===== src/rtl/sysmon_pkg.sv =====
package sysmon_pkg;

    localparam int REG_W    = 64;
    localparam int BIT_EN   = 0;
    localparam int BIT_CLR  = 1;
    localparam int BIT_EXP  = 4;
    localparam int BIT_NA   = 8;
    localparam int BIT_FRZ  = 9;
    localparam int BIT_HALT = 10;
    localparam int BIT_TRC  = 11;

    // capability bits for one instance, MSB first
    typedef struct packed {
        logic trc;
        logic halt;
        logic frz;
        logic na;
        logic exp;
    } cap_t;

    localparam int CAP_W = $bits(cap_t);

    // stored control state for one instance
    typedef struct packed {
        logic en;
        logic exp;
        logic frz;
        logic halt;
        logic trc;
    } ctl_t;

endpackage


===== src/rtl/sysmon_inst_ctl.sv =====
module sysmon_inst_ctl
    import sysmon_pkg::*;
(
    input  logic             clk,
    input  logic             rst_n,
    input  logic             wr_en,
    input  logic [REG_W-1:0] wr_data,
    input  cap_t             cap,
    input  logic             na_src,
    output logic             en,
    output logic             frz,
    output logic             clr_pulse,
    output logic [REG_W-1:0] rd_val
);

    ctl_t ctl_d, ctl_q;

    always_comb begin
        ctl_d = ctl_q;
        if (wr_en) begin
            ctl_d.en   = wr_data[BIT_EN];
            ctl_d.exp  = cap.exp  & wr_data[BIT_EXP];
            ctl_d.frz  = cap.frz  & wr_data[BIT_FRZ];
            ctl_d.halt = cap.halt & wr_data[BIT_HALT];
            ctl_d.trc  = cap.trc  & wr_data[BIT_TRC];
        end
    end

    always_ff @(posedge clk) begin
        if (!rst_n) ctl_q <= '0;
        else        ctl_q <= ctl_d;
    end

    // the clear strobe is never stored; it acts on the same edge as the write
    assign clr_pulse = wr_en & wr_data[BIT_CLR];
    assign en        = ctl_q.en;
    assign frz       = ctl_q.frz & cap.frz;

    always_comb begin
        rd_val           = '0;
        rd_val[BIT_EN]   = ctl_q.en;
        rd_val[BIT_EXP]  = ctl_q.exp  & cap.exp;
        rd_val[BIT_NA]   = na_src     & cap.na;
        rd_val[BIT_FRZ]  = ctl_q.frz  & cap.frz;
        rd_val[BIT_HALT] = ctl_q.halt & cap.halt;
        rd_val[BIT_TRC]  = ctl_q.trc  & cap.trc;
    end

    logic unused_wr_bits;
    assign unused_wr_bits = ^{wr_data[REG_W-1:12], wr_data[7:5], wr_data[3:2], wr_data[BIT_NA]};

endmodule


===== src/rtl/sysmon_ctr_bank.sv =====
module sysmon_ctr_bank #(
    parameter int NUM_CTR = 4,
    parameter int CTR_W   = 16
) (
    input  logic                     clk,
    input  logic                     rst_n,
    input  logic                     en,
    input  logic                     frz,
    input  logic                     clr,
    input  logic [NUM_CTR-1:0]       evt,
    input  logic [NUM_CTR-1:0]       flag_clr,
    output logic [NUM_CTR*CTR_W-1:0] cnt,
    output logic [NUM_CTR-1:0]       ovf,
    output logic                     irq
);

    localparam logic [CTR_W-1:0] CTR_MAX = '1;

    typedef struct packed {
        logic [NUM_CTR-1:0][CTR_W-1:0] cnt;
        logic [NUM_CTR-1:0]            ovf;
    } bank_t;

    bank_t bank_d, bank_q;

    logic              frozen;
    logic              cnt_ok;
    logic [NUM_CTR-1:0] inc_v;
    logic [NUM_CTR-1:0] wrap_v;

    assign frozen = frz & (|bank_q.ovf);
    assign cnt_ok = en & ~frozen & ~clr;

    always_comb begin
        inc_v = evt & {NUM_CTR{cnt_ok}};
        for (int k = 0; k < NUM_CTR; k++) begin
            wrap_v[k] = inc_v[k] && (bank_q.cnt[k] == CTR_MAX);
        end
    end

    always_comb begin
        bank_d = bank_q;
        for (int k = 0; k < NUM_CTR; k++) begin
            if (clr)           bank_d.cnt[k] = '0;
            else if (inc_v[k]) bank_d.cnt[k] = bank_q.cnt[k] + 1'b1;
            bank_d.ovf[k] = (bank_q.ovf[k] & ~flag_clr[k]) | wrap_v[k];
        end
    end

    always_ff @(posedge clk) begin
        if (!rst_n) bank_q <= '0;
        else        bank_q <= bank_d;
    end

    assign cnt = bank_q.cnt;
    assign ovf = bank_q.ovf;
    assign irq = en & (|bank_q.ovf);

endmodule


===== src/rtl/sysmon_ctrl_bank.sv =====
module sysmon_ctrl_bank
    import sysmon_pkg::*;
#(
    parameter int NUM_INST  = 4,
    parameter int IMPL_INST = 3,
    parameter int NUM_CTR   = 4,
    parameter int CTR_W     = 16,
    parameter int SEL_W     = 3
) (
    input  logic                                clk,
    input  logic                                rst_n,
    input  logic                                sel_wr_en,
    input  logic [SEL_W-1:0]                    sel_wr_data,
    input  logic                                reg_wr_en,
    input  logic [63:0]                         reg_wr_data,
    output logic [63:0]                         rd_data,
    input  logic [NUM_INST*5-1:0]               cap_cfg,
    input  logic [NUM_INST-1:0]                 na_status,
    input  logic [NUM_INST*NUM_CTR-1:0]         evt,
    input  logic [NUM_INST*NUM_CTR-1:0]         ovf_clr,
    output logic [NUM_INST*NUM_CTR*CTR_W-1:0]   ctr_val,
    output logic [NUM_INST*NUM_CTR-1:0]         ovf_flag,
    output logic [NUM_INST-1:0]                 irq
);

    localparam int BANK_CW = NUM_CTR * CTR_W;

    typedef struct packed {
        logic [SEL_W-1:0] sel;
    } top_state_t;

    top_state_t top_d, top_q;

    logic [REG_W-1:0]    inst_rd [NUM_INST];
    logic [NUM_INST-1:0] inst_en;

    always_comb begin
        top_d = top_q;
        if (sel_wr_en) top_d.sel = sel_wr_data;
    end

    always_ff @(posedge clk) begin
        if (!rst_n) top_q <= '0;
        else        top_q <= top_d;
    end

    for (genvar gi = 0; gi < NUM_INST; gi++) begin : g_inst
        if (gi < IMPL_INST) begin : g_impl
            logic wr_hit;
            logic frz;
            logic clr;
            cap_t cap;

            assign wr_hit = reg_wr_en && (top_q.sel == SEL_W'(gi));
            assign cap    = cap_t'(cap_cfg[gi*CAP_W +: CAP_W]);

            sysmon_inst_ctl u_ctl (
                .clk       (clk),
                .rst_n     (rst_n),
                .wr_en     (wr_hit),
                .wr_data   (reg_wr_data),
                .cap       (cap),
                .na_src    (na_status[gi]),
                .en        (inst_en[gi]),
                .frz       (frz),
                .clr_pulse (clr),
                .rd_val    (inst_rd[gi])
            );

            sysmon_ctr_bank #(
                .NUM_CTR (NUM_CTR),
                .CTR_W   (CTR_W)
            ) u_bank (
                .clk      (clk),
                .rst_n    (rst_n),
                .en       (inst_en[gi]),
                .frz      (frz),
                .clr      (clr),
                .evt      (evt[gi*NUM_CTR +: NUM_CTR]),
                .flag_clr (ovf_clr[gi*NUM_CTR +: NUM_CTR]),
                .cnt      (ctr_val[gi*BANK_CW +: BANK_CW]),
                .ovf      (ovf_flag[gi*NUM_CTR +: NUM_CTR]),
                .irq      (irq[gi])
            );
        end else begin : g_absent
            assign inst_en[gi]                      = 1'b0;
            assign inst_rd[gi]                      = '0;
            assign ctr_val[gi*BANK_CW +: BANK_CW]   = '0;
            assign ovf_flag[gi*NUM_CTR +: NUM_CTR]  = '0;
            assign irq[gi]                          = 1'b0;

            logic unused_absent;
            assign unused_absent = ^{evt[gi*NUM_CTR +: NUM_CTR], ovf_clr[gi*NUM_CTR +: NUM_CTR],
                                     cap_cfg[gi*CAP_W +: CAP_W], na_status[gi]};
        end
    end

    always_comb begin
        rd_data = '0;
        for (int i = 0; i < NUM_INST; i++) begin
            if (top_q.sel == SEL_W'(i)) rd_data = inst_rd[i];
        end
    end

endmodule


===== config.mk =====
export PLATFORM = sky130hd
export DESIGN_NAME = sysmon_ctrl_bank
export DESIGN_NICKNAME = d
export VERILOG_FILES = /design/src/rtl/sysmon_pkg.sv /design/src/rtl/sysmon_inst_ctl.sv /design/src/rtl/sysmon_ctr_bank.sv /design/src/rtl/sysmon_ctrl_bank.sv
export SDC_FILE = /design/constraint.sdc
export NUM_CORES = 1
export LEC_CHECK = 0
export BUFFER_PORTS_ARGS = -buffer_cell sky130_fd_sc_hd__buf_2
export CAP_MARGIN = 20
export CORE_AREA = 2 2 182 184
export DETAILED_ROUTE_END_ITERATION = 16
export DIE_AREA = 0 0 184 186
export PLACE_DENSITY = 0.77
export SLEW_MARGIN = 20
export SYNTH_ARGS = -nofsm -noshare
export SYNTH_HDL_FRONTEND = slang
export SYNTH_HIERARCHICAL = 1
export SYNTH_SLANG_ARGS = --single-unit

===== constraint.sdc =====
create_clock -name clk -period 2.7 [get_ports clk]
set_input_delay 0.135 -clock clk [delete_from_list [all_inputs] [get_ports clk]]
set_output_delay 0.135 -clock clk [all_outputs]
set_load 0.005 [all_outputs]

# --- Word level (Yosys, flattened, before mapping) ---
# Cells that the tools add are included.
op_classes:
  reduce_logical: 22
  mux: 4
  eq_ne: 15
  addsub: 12
  bitwise_logic: 88
op_table:
  columns: ["op", "n"]
  rows:
  - ["adder 16 x 1 -> 16 bit (second input constant)", 12]
  - ["equality test 16 bit (second input constant)", 12]
  - ["two-way mux 64 bit", 3]
  - ["AND 1 bit", 54]
  - ["NOT 1 bit", 19]
  - ["logical AND 1 bit", 15]
  - ["AND 4 bit", 3]
  - ["two-way mux 12 bit", 1]
  - ["bitwise OR 1 bit", 12]
  - ["OR reduction 4 bit", 3]
  - ["equality test 3 x 2 -> 1 bit (second input constant)", 2]
  - ["OR reduction 2 bit", 3]
  - ["equality test 3 x 1 -> 1 bit (second input constant)", 1]
  - ["zero test 3 bit", 1]
word_totals:
  elab_cells: 172
  out_inout_bits: 340
  reg_bits: 222
  inputBits: 127

# --- Depth between registers and ports, before layout ---
# Gate-level depths: netlist of run 1.
depth:
  ltp_word: 8
  mapped_depth: 12
  ltp_nobuf: 6

# --- Hierarchy ---
# Netlist of run 1, hierarchy kept.
modules_own_cells:
  columns: ["mod", "cells_each", "seq_area_each_um2", "n_inst", "area_per_inst_um2"]
  rows:
  - ["sysmon_ctr_bank", 384, 1361.3, 3, 3278.1]
  - ["sysmon_ctrl_bank", 382, 60.1, 1, 3319.4]
  - ["sysmon_inst_ctl", 88, 100.1, 3, 695.7]

# --- Worst setup path after synthesis of run 1 ---
# No wires, ideal clock.
synth_path:
  path_type: "flip-flop to flip-flop"
  startpoint: "register top_q[0] in the netlist's numbering"
  endpoint: "register g_inst[2].g_impl.u_bank.bank_q (netlist bit g_inst[2].g_impl.u_bank/cnt[13])"
  n_path_buf: 5
  arrival_ps: 2603
  t_required_ps: 2629
  slack_ps: 27
  setup_ps: 71
  stages_incl_launch_ff: 12
  period_less_slack_ps: 2673
  cell_sequence: "dfxtp_1 > buf_2 > buf_2 > buf_2 > and4bb_1 > buf_6 > and2_2 > nand3b_1 > or3_4 > buf_6 > or4_1 > a21oi_1"
synth_between:
  elab_chain_cells: 6
  word_cells_on_any_way: 7
  classes_between: "1 x eq/ne; 4 x bitwise; 2 x reduce/logical"
synth_rtl:
  columns: ["item", "line_no", "source"]
  rows:
  - ["start, declared", "sysmon_ctrl_bank.sv:32", "top_state_t top_d, top_q;"]
  - ["start signal, assigned", "sysmon_ctrl_bank.sv:44", "else top_q <= top_d;"]
  - ["equality test 3 x 2 -> 1 bit *", "sysmon_ctrl_bank.sv:54", "assign wr_hit = reg_wr_en && (top_q.sel == SEL_W'(gi));"]
  - ["logical AND 1 bit *", "sysmon_ctrl_bank.sv:54", null]
  - ["net g_inst[2].g_impl.wr_hit", "sysmon_ctrl_bank.sv:49", "logic wr_hit;"]
  - ["AND 1 bit *", "sysmon_inst_ctl.sv:35", "assign clr_pulse = wr_en & wr_data[BIT_CLR];"]
  - ["net g_inst[2].g_impl.clr", "sysmon_ctrl_bank.sv:51", "logic clr;"]
  - ["NOT 1 bit", "sysmon_ctr_bank.sv:32", "assign cnt_ok = en & ~frozen & ~clr;"]
  - ["AND 1 bit", "sysmon_ctr_bank.sv:32", null]
  - ["AND 4 bit", "sysmon_ctr_bank.sv:35", "inc_v = evt & {NUM_CTR{cnt_ok}};"]
  - ["end signal, assigned", "sysmon_ctr_bank.sv:52", "else bank_q <= bank_d;"]
  - ["end, declared", "sysmon_ctr_bank.sv:24", "bank_t bank_d, bank_q;"]
# Mark *: on every way through the listed nets, which the timed path passes. The rest lies on a longest branch.
# A chain may end at the register's enable or synchronous reset.

# --- Worst setup path in the final report of run 1 ---
layout_path:
  startpoint: "register top_q[1] in the netlist's numbering"
  endpoint: "register g_inst[2].g_impl.u_bank.bank_q (netlist bit g_inst[2].g_impl.u_bank/cnt[41])"
# The elaborated chain is that of the path after synthesis.

==> results of run 1 <==
cells by family (layout without fill, tap and decap cells):
| group | after synthesis | after routing | synth area share [%] |
|---|---|---|---|
| adder cells (fa/ha/maj) | 12 | 12 | 0.985 |
| XOR/XNOR | 78 | 78 | 4.48 |
| multiplexers | 9 | 9 | 0.591 |
| flip-flops | 222 | 222 | 29.2 |
| AO/OA/AOI/OAI | 359 | 359 | 19.6 |
| buffers and inverters | 365 | 462 | 16.6 |
| AND/OR/NAND/NOR | 749 | 749 | 28.5 |
| other | 4 | 248 | 0.0985 |
report_power, final:
part | switching, mW | internal, mW | leakage, nW
registers | 0.0181 | 3.29 | 1.79
logic | 0.529 | 0.408 | 4.91
clock network | 1.42 | 1.94 | 0.405
total | 1.96 | 5.63 | 7.11
path summary, 6_finish.rpt:
| check | slack (ps) | end |
|---|---|---|
| worst min-delay path | -9 | top_q[1]$_SDFFE_PN0P_ |
| worst max-delay path | 310 | g_inst[2].g_impl.u_bank/cnt[41]$_SDFFE_PP0P_ |
| worst min register to register | 470 | g_inst[1].g_impl.u_ctl/ctl_q[3]$_SDFFE_PN0P_ |
| worst max register to register | 310 | g_inst[2].g_impl.u_bank/cnt[41]$_SDFFE_PP0P_ |
critical path, stage by stage, from the launching register on:
cell and delay (ps):
dfxtp_4 400, and4bb_1 240, and2_2 180, buf_4 160, and3b_1 340, nand3_1 280
or4b_1 560, a21oi_1 150
flip-flops by register name, summed over array words and instances, names as in the netlist:
signal and flops:
g_inst.g_impl.u_bank/cnt 192, g_inst.g_impl.u_bank/ovf 12, g_inst.g_impl.u_ctl/ctl_q 12, g_inst.g_impl.u_ctl/en 3
top_q 3
layer usage:
metal / vias to the layer above / global-route usage [%]
li1: 6654 / -
met1: 6343 / 26.8
met2: 441 / 36.0
met3: 95 / 4.64
met4: 2 / 8.67
met5: - / 0
cell usage after synthesis, types with 7 or more instances:
cell type / n / area (sq um)
inv_1: 18 / 67.6
mux2i_1: 9 / 90.1
a21oi_1: 93 / 465
a31o_2: 12 / 105
a211oi_1: 14 / 105
nand4_1: 75 / 469
buf_4: 249 / 1870
o21a_1: 9 / 67.6
ha_1: 12 / 150
or4_1: 36 / 270
nor2_1: 99 / 372
and3_1: 30 / 188
a211oi_2: 114 / 1430
nor3_1: 27 / 135
nand3b_1: 30 / 225
buf_12: 7 / 140
buf_1: 9 / 33.8
o21ai_0: 51 / 255
and4_1: 21 / 184
o31ai_1: 33 / 248
xnor2_1: 51 / 447
nand2b_1: 73 / 457
xor2_1: 27 / 236
or3_1: 36 / 225
dfxtp_1: 222 / 4440
and2_1: 30 / 188
clkbuf_1: 43 / 161
buf_6: 10 / 113
nor4_1: 12 / 75.1
buf_2: 29 / 145
nand2_1: 105 / 394
nand3_1: 57 / 285
nand4b_1: 9 / 78.8
nor2b_1: 76 / 475
per-stage QoR:
step / hold WS, ps / total power, mW
6_report: -8.61 / 7.60
5_1_grt: 38.0 / 7.91
4_1_cts: 1.45 / 7.65
3_5_place_dp: 390 / 4.26
3_3_place_gp: 379 / 4.24
2_1_floorplan: 263 / 4.28
cell type report:
class / instances / area share [%]
multi-input cells: 1450 / 52.8
repair buffers: 399 / 13.4
clock buffers: 37 / 4.32
inverters: 18 / 0.389
flip-flops and latches: 222 / 25.6
diodes: 5 / 0.0720
well taps: 408 / 2.94
clock inverters: 8 / 0.375
==> metrics, run 1 <==
DR top layer=met5; failing checks=hold timing; Post-CTS Resized=0; layout net count=2255; Layout Skew=22.2 ps; routed wl met2=18.4 mm; Initial Utilization=47.3%; CTS tree=done; worst vdd ir=0.000411 V; CTS H-tree depth=1; main flop type after synthesis=dfxtp_1; Startpoint Class=flop; Clock Sinks=222; CTS Buf Count=25; FF+latch area=4460 sq um; asr flop ratio synth=0%; Design Area, Final=17400 sq um; Slew Viols, Final=0; Yosys reg bits=222; number of synthesized flops with an enable pin=0; first-pass iteration count of the detailed router=5; Critical Path RT=3170 ps; Core ar.=32200 sq um; wire length per cell=15.3 um; Worst slew margin=32.5%; number of global-route vias before repair=12300; max_cap viols=0; crit path launch=top_q[1]$_SDFFE_PN0P_; synth warn=6; Worst R2R Path Depth=7; Slew @ Worst Pin=1010 ps; hold path cells=3; WS Path Type=flop to flop; Final Setup Violations=0; WHS=-8.61 ps; Detail Route Antenna Nets=0; routability cong.=0.901; grt total ovfl=0; minimum clock period=2390 ps; Fin. Hold Viols=1; Iter 0 DRT Violations=837; setup TNS=0 ps; via count=13500; post-DP HPWL=28.3 mm; drt drc=0; die height=186 um; Core Util, Final=53.9%; FF-to-FF Start=top_q[1]$_SDFFE_PN0P_; # fillers=2965; post-route worst setup slack=313 ps; mean area per synthesized cell=8.48 sq um; Die W=184 um; synth unique cells=52; Row Count=66; wl on met1=16.6 mm; IO Pins=467; RSZ-0062 raised after global routing=false; Placed Cells=2453; final wirelength=39.0 mm; fin crit share=88.4%; die area=34200 sq um; initial antenna violation count=6; hold buffer count at CTS=44; Seq/Total Area, Yosys=29.2%; Static Leak=7.11 nW; placed cell areas=16100 sq um; synthesized cell area=15200 sq um; global-route wire length before repair=61.2 mm; Multi-input gate area=9180 sq um; Post CTS Setup Buffer Count=0; Data arrival, critical path=2850 ps; number of buffers added on ports=325; Worst-Skew Late Latency=540 ps; hold_sp=sel_wr_en; GRT Total Usage=21.5%; worst-path fanout max=14; Routed met3 length=2.59 mm; clk root buf=clkbuf_16; Final Non-Filler Cells=2547; clock-pin slew on the worst setup and hold paths=60 ps; Post-Syn Instances=1798; leading cell type in the layout, fill and taps excluded=buf_2; Clock Path Buffers=3; Worst Hold Class=primary input to flop; share of cells above drive strength 1=25.4%; vias per inst=5.31; Pwr per Cell Area=437 nW/um^2; Area growth syn-to-layout=14.0%; pre-CTS setup slack=355 ps; most frequent cells in the layout=buf_2, conb_1, dfxtp_1, a211oi_2, nand2_1; pin count of the biggest net entering global routing=129; Max Clock Freq=0.419 GHz; status=finished with violations; Setup crit end kind=flop
Note: power is estimated with default switching activity, not from simulation.
==> inputs of run 2 (changes only) <==
Settings changed: CELL_PAD_IN_SITES_DETAIL_PLACEMENT set to 1, CELL_PAD_IN_SITES_GLOBAL_PLACEMENT set to 2, CORE_AREA 2 2 182 184 to 2 2 222 224, DIE_AREA 0 0 184 186 to 0 0 224 226, PLACE_DENSITY 0.77 to 0.85.
Clock period 2.7 ns to 3.05 ns, I/O delays scaled along.
==> run 2 against run 1 <==
The run now ends clean. Clock skew decreased by 8.3 ps. Utilization decreased by 17 points. Sequential share of layout area decreased by 0.58 points. Non-clock buffer count decreased by 5. First-iteration DRC count decreased by 32%. Count of clock-buffer cells in the layout increased by 1. Sequential power decreased by 11%. Final cell count increased by 8.5%. Critical path type unchanged. Largest power group unchanged.
==> metrics, run 2 (synthesis results as in run 1) <==
status=completed; routability cong.=0.815; Placed Cells=2662; worst-path fanout max=11; M1 GR Usage=21.7%; Fin. Hold Viols=0; Max Clock Freq=0.406 GHz; Layout Skew=13.9 ps; Worst Hold Class=primary input to flop; CTS tree=done; grt total ovfl=0; pin count of the biggest net entering global routing=129; Clock Sinks=222; Data arrival, critical path=2940 ps; WS Path Type=flop to flop; Core ar.=48300 sq um; fin crit share=80.9%; Design Area, Final=17800 sq um; layout net count=2253; worst vdd ir=0.000348 V; Worst R2R Path Depth=6; RSZ-0062 raised after global routing=false; Final Setup Violations=0; Slew @ Worst Pin=1180 ps; CP max stage cell=or4_1; Setup crit end kind=flop; wire length per cell=16.8 um; Hold Path End=top_q[0]$_SDFFE_PN0P_; global-route wire length before repair=72.6 mm; most frequent cells in the layout=buf_2, conb_1, dfxtp_1, a211oi_2, nand2_1; Row Count=81; Worst slew margin=21.0%; Area growth syn-to-layout=16.6%; Post-CTS Resized=0; die area=50600 sq um; Worst-Skew Late Latency=550 ps; M3 GR Usage=3.92%; gr busiest metal=met2; pre-CTS setup slack=600 ps; Worst path top cell family by delay=simple AND/OR/NAND/NOR gates; Core Util, Final=36.8%; initial antenna violation count=11; setup TNS=0 ps; Buf/Inv on CP=0; FF-to-FF Start=top_q[2]$_SDFFE_PN0P_; Slew Viols, Final=0; clk root buf=clkbuf_16; crit path cell chain=and4bb_1, and2_2, nand3b_1, or4_1, or3_1, a21oi_1; post-route worst setup slack=584 ps; Final Non-Filler Cells=2763; Iter 0 DRT Violations=568; Critical Path RT=3530 ps; Detail Route Antenna Nets=0; share of cells above drive strength 1=25.4%; max FFs per register=192; Die W=224 um; GRT Total Usage=17.5%; Static Leak=7.16 nW; hold_sp=sel_wr_data[0]; final wirelength=46.3 mm; post-DP HPWL=34.1 mm; Initial Utilization=31.5%; vias per inst=4.93; max_cap viols=0; first-pass iteration count of the detailed router=5; Pwr per Cell Area=418 nW/um^2; r2r setup slk=580 ps; leading cell type in the layout, fill and taps excluded=buf_2; die height=226 um; Worst R2R End=g_inst[2].g_impl.u_bank/cnt[14]$_SDFFE_PP0P_; CTS H-tree depth=1; number of buffers added on ports=325; Clock Path Buffers=3; minimum clock period=2470 ps; CTS Buf Count=28; IO Pins=467; via count=13600; met2 Use GR=29.4%; clock-pin slew on the worst setup and hold paths=60 ps; Critical Path Max Stage Delay=710 ps; Startpoint Class=flop; drt drc=0; number of global-route vias before repair=13500; placed cell areas=16300 sq um; hold path cells=3
run 2: cell count changes in the layout (fill, tap and decap cells not counted), moves of 2 or more:
cell,previous run,this run
buf_12,3,1
clkbuf_16,25,30
clkbuf_8,8,3
buf_4,26,23
clkinv_2,4,6
bufinv_16,0,5
run 2: worst max path at each step:
stage / slack [ps] / cells past startpoint / from / to
after floorplan: 380 / 11 / top_q[0]$_SDFFE_PN0P_ / g_inst[2].g_impl.u_bank/cnt[13]$_SDFFE_PP0P_
after global placement: 630 / 6 / top_q[2]$_SDFFE_PN0P_ / g_inst[2].g_impl.u_bank/cnt[14]$_SDFFE_PP0P_
after detailed placement: 600 / 6 / top_q[2]$_SDFFE_PN0P_ / g_inst[2].g_impl.u_bank/cnt[10]$_SDFFE_PP0P_
after CTS: 550 / 5 / top_q[1]$_SDFFE_PN0P_ / rd_data[11]
after global routing: 420 / 5 / top_q[1]$_SDFFE_PN0P_ / rd_data[11]
final: 580 / 6 / top_q[2]$_SDFFE_PN0P_ / g_inst[2].g_impl.u_bank/cnt[14]$_SDFFE_PP0P_
run 2: layer usage:
layer	share of wire (%)	routed length, um
met5	0.14	66
met4	3.1	1420
met3	5.4	2520
met2	48	22100
met1	44	20200
run 2: per-stage QoR:
stage,hold WS [ps],power [mW]
finish,10.3,7.42
global route,43.1,7.74
CTS,0.695,7.52
detailed placement,415,3.79
global placement,400,3.78
floorplan,281,3.78
run 2: layout make-up:
| type | instances | area [sq um] |
|---|---|---|
| Timing Repair Buffer | 394 | 2270 |
| Fill cell | 5950 | 30600 |
| Antenna cell | 6 | 15.0 |
| Clock buffer | 38 | 811 |
| Inverter | 18 | 67.6 |
| Multi-Input combinational cell | 1450 | 9180 |
| Tap cell | 622 | 778 |
| Sequential cell | 222 | 4460 |
| Clock inverter | 13 | 196 |
run 2: repair_timing:
| action | 4_1_cts | 5_1_grt |
|---|---|---|
| hold buffers | 44 | 0 |
| endpoints found under the hold margin | 36 | 0 |
| buffers inserted | 0 | 0 |
run 2: power by group:
part           internal [mW]  switching [mW]
clock                   2.28            1.37
combinational          0.355           0.488
sequential              2.91          0.0183
total                   5.54            1.88
run 2: worst min-delay path: stages:
cell,delay [ps]
buf_2,80
mux2i_1,120
nor2b_1,160
==> inputs of run 3 (changes only) <==
Settings changed: CORE_AREA 2 2 222 224 to 2 2 229 231, DIE_AREA 0 0 224 226 to 0 0 231 233, PLACE_DENSITY 0.85 to 0.8.
Clock period 3.05 ns to 2.5 ns, I/O delays scaled along.
==> run 3 against run 2 <==
Non-clock buffer count rose by 30. Global-route usage fell by 0.64 points. Worst hold slack improved by 37 ps. Register-to-register slack got worse by 430 ps. Fmax rose by 5.0%. Critical path type unchanged.
==> metrics, run 3 (synthesis results as in run 1) <==
status=completed; Row Count=83; switching fraction of total power=25.6%; FF+latch area=4460 sq um; initial antenna violation count=7; routability cong.=0.803; Initial Utilization=29.8%; Worst slew margin=32.8%; most frequent cells in the layout=buf_2, conb_1, dfxtp_1, a211oi_2, nand2_1; number of buffers added on ports=325; Logic pwr share=11.4%; number of global-route vias before repair=13600; GRT Total Usage=16.8%; Seq pwr share=39.1%; Detail Route Antenna Nets=0; Buf/Inv on CP=0; fin crit share=94.0%; Static Leak=7.34 nW; Worst path top cell family by delay=simple AND/OR/NAND/NOR gates; Worst-Skew Late Latency=570 ps; internal power=6.81 mW; Clock Path Buffers=3; share of cells above drive strength 1=26.5%; Max Clock Freq=0.426 GHz; Fin. Hold Viols=0; critical path depth=6; Hold Path End=g_inst[1].g_impl.u_ctl/en$_SDFFE_PN0P_; Area growth syn-to-layout=19.2%; Worst Hold Class=primary input to flop; Critical Path RT=3000 ps; first-pass iteration count of the detailed router=4; Layout Skew=14.3 ps; Worst R2R Path Depth=6; CTS Buf Count=29; CP max stage cell=or4_1; clk root buf=clkbuf_16; Startpoint Class=flop; minimum clock period=2350 ps; Die W=231 um; Pwr per Cell Area=504 nW/um^2; Slew @ Worst Pin=1010 ps; Iter 0 DRT Violations=407; layout net count=2284; wire length per cell=16.6 um; CTS tree=done; global-route wire length before repair=74.4 mm; post-route worst setup slack=151 ps; pin count of the biggest net entering global routing=116; grt total ovfl=0; Multi-input gate area=9200 sq um; Clock Power Share=49.5%; worst-path fanout max=11; drt drc=0; worst vdd ir=0.000456 V; Setup crit end kind=flop; pre-CTS setup slack=102 ps; Data arrival, critical path=2850 ps; via count=13700; Slew Viols, Final=0; WS Path Type=flop to flop; IO Pins=467; Sw Pwr=2.35 mW; crit path cell chain=nor4bb_2, and2_2, nand3b_1, or3_4, or4_1, a21oi_1; r2r setup slk=150 ps; CTS H-tree depth=1; max_cap viols=0; Critical Path Max Stage Delay=530 ps; Core ar.=51100 sq um; Clock Sinks=222; FF-to-FF Start=top_q[0]$_SDFFE_PN0P_; # fillers=6219; hold path cells=2; leading cell type in the layout, fill and taps excluded=buf_2; Worst R2R End=g_inst[1].g_impl.u_bank/cnt[9]$_SDFFE_PP0P_; final wirelength=47.3 mm; post-DP HPWL=35.2 mm; max FFs per register=192; Final Setup Violations=0; hold_sp=rst_n; vias per inst=4.81; die area=53800 sq um; clock-pin slew on the worst setup and hold paths=60 ps; Post CTS Setup Buffer Count=0; WHS=47.5 ps; die height=233 um
==> run 3: cell count changes in the layout (fill, tap and decap cells not counted), sizes merged <==
| cell | previous run | this run |
|---|---|---|
| buf | 350 | 374 |
| dlygate4sd3 | 44 | 50 |
| clkbuf | 38 | 36 |
| clkinv | 6 | 7 |
| diode | 6 | 5 |
| inv | 19 | 20 |
==> run 3: worst reg2reg max path, cell delays in order, from the launching register on <==
cell	delay, ps
dfxtp_4	390
nor4bb_2	190
and2_2	260
nand3b_1	300
or3_4	450
or4_1	530
a21oi_1	160
==> run 3: final cells by class <==
type,instances,share of cell area [%]
sequential,222,24.5
clock buffer,36,4.47
tap,680,4.68
clock inverter,15,1.18
inverter,18,0.372
antenna,5,0.0689
timing repair buffer,424,14.1
multi-input combinational,1450,50.6
==> run 3: repair_timing <==
action	in CTS	in global routing
pin swaps	0	0
gates cloned	0	0
hold buffers	50	0
resized for setup	6	4
endpoints found under the hold margin	44	0
endpoints found under the setup margin	39	21
==> run 3: through the flow <==
stage | cells | TNS (ps) | total power, mW | util (%) | instance area (sq um)
3_5_place_dp | 2744 | 0 | 4.64 | 32.5 | 16600
3_3_place_gp | 2744 | 0 | 4.62 | 32.5 | 16600
6_report | 2850 | 0 | 9.16 | 35.5 | 18200
4_1_cts | 2845 | 0 | 9.29 | 35.5 | 18100
5_1_grt | 2849 | -0.188 | 9.55 | 35.5 | 18200
2_1_floorplan | 2037 | -58.4 | 4.62 | - | 16200
==> run 3: per-layer routing <==
metal / wire length, um / vias up / share of wire, % / global-route usage [%]
li1: - / 6717 / - / -
met1: 21100 / 6674 / 45 / 21.0
met2: 22700 / 249 / 48 / 29.0
met3: 2460 / 60 / 5.2 / 3.58
met4: 1000 / 4 / 2.1 / 4.82
met5: 33 / - / 0.070 / 0
==> run 3: how the worst max path moves through the flow <==
stage | to | startpoint
global route | g_inst[1].g_impl.u_bank/cnt[28]$_SDFFE_PP0P_ | top_q[0]$_SDFFE_PN0P_
detailed placement | g_inst[1].g_impl.u_bank/ovf[0]$_SDFF_PN0_ | top_q[0]$_SDFFE_PN0P_
finish | g_inst[1].g_impl.u_bank/cnt[9]$_SDFFE_PP0P_ | top_q[0]$_SDFFE_PN0P_
CTS | rd_data[63] | top_q[0]$_SDFFE_PN0P_
global placement | g_inst[1].g_impl.u_bank/cnt[8]$_SDFFE_PP0P_ | top_q[0]$_SDFFE_PN0P_
floorplan | g_inst[2].g_impl.u_bank/cnt[60]$_SDFFE_PP0P_ | top_q[1]$_SDFFE_PN0P_
==> run 3: power by group through the flow <==
| stage | logic [mW] | registers, mW | clock network (mW) |
|---|---|---|---|
| final | 1.05 | 3.58 | 4.53 |
| after global routing | 1.17 | 3.58 | 4.80 |
| after CTS | 1.05 | 3.58 | 4.67 |
| after detailed placement | 0.984 | 3.65 | 0 |
| after global placement | 0.967 | 3.65 | 0 |
| after floorplan | 0.982 | 3.64 | 0 |
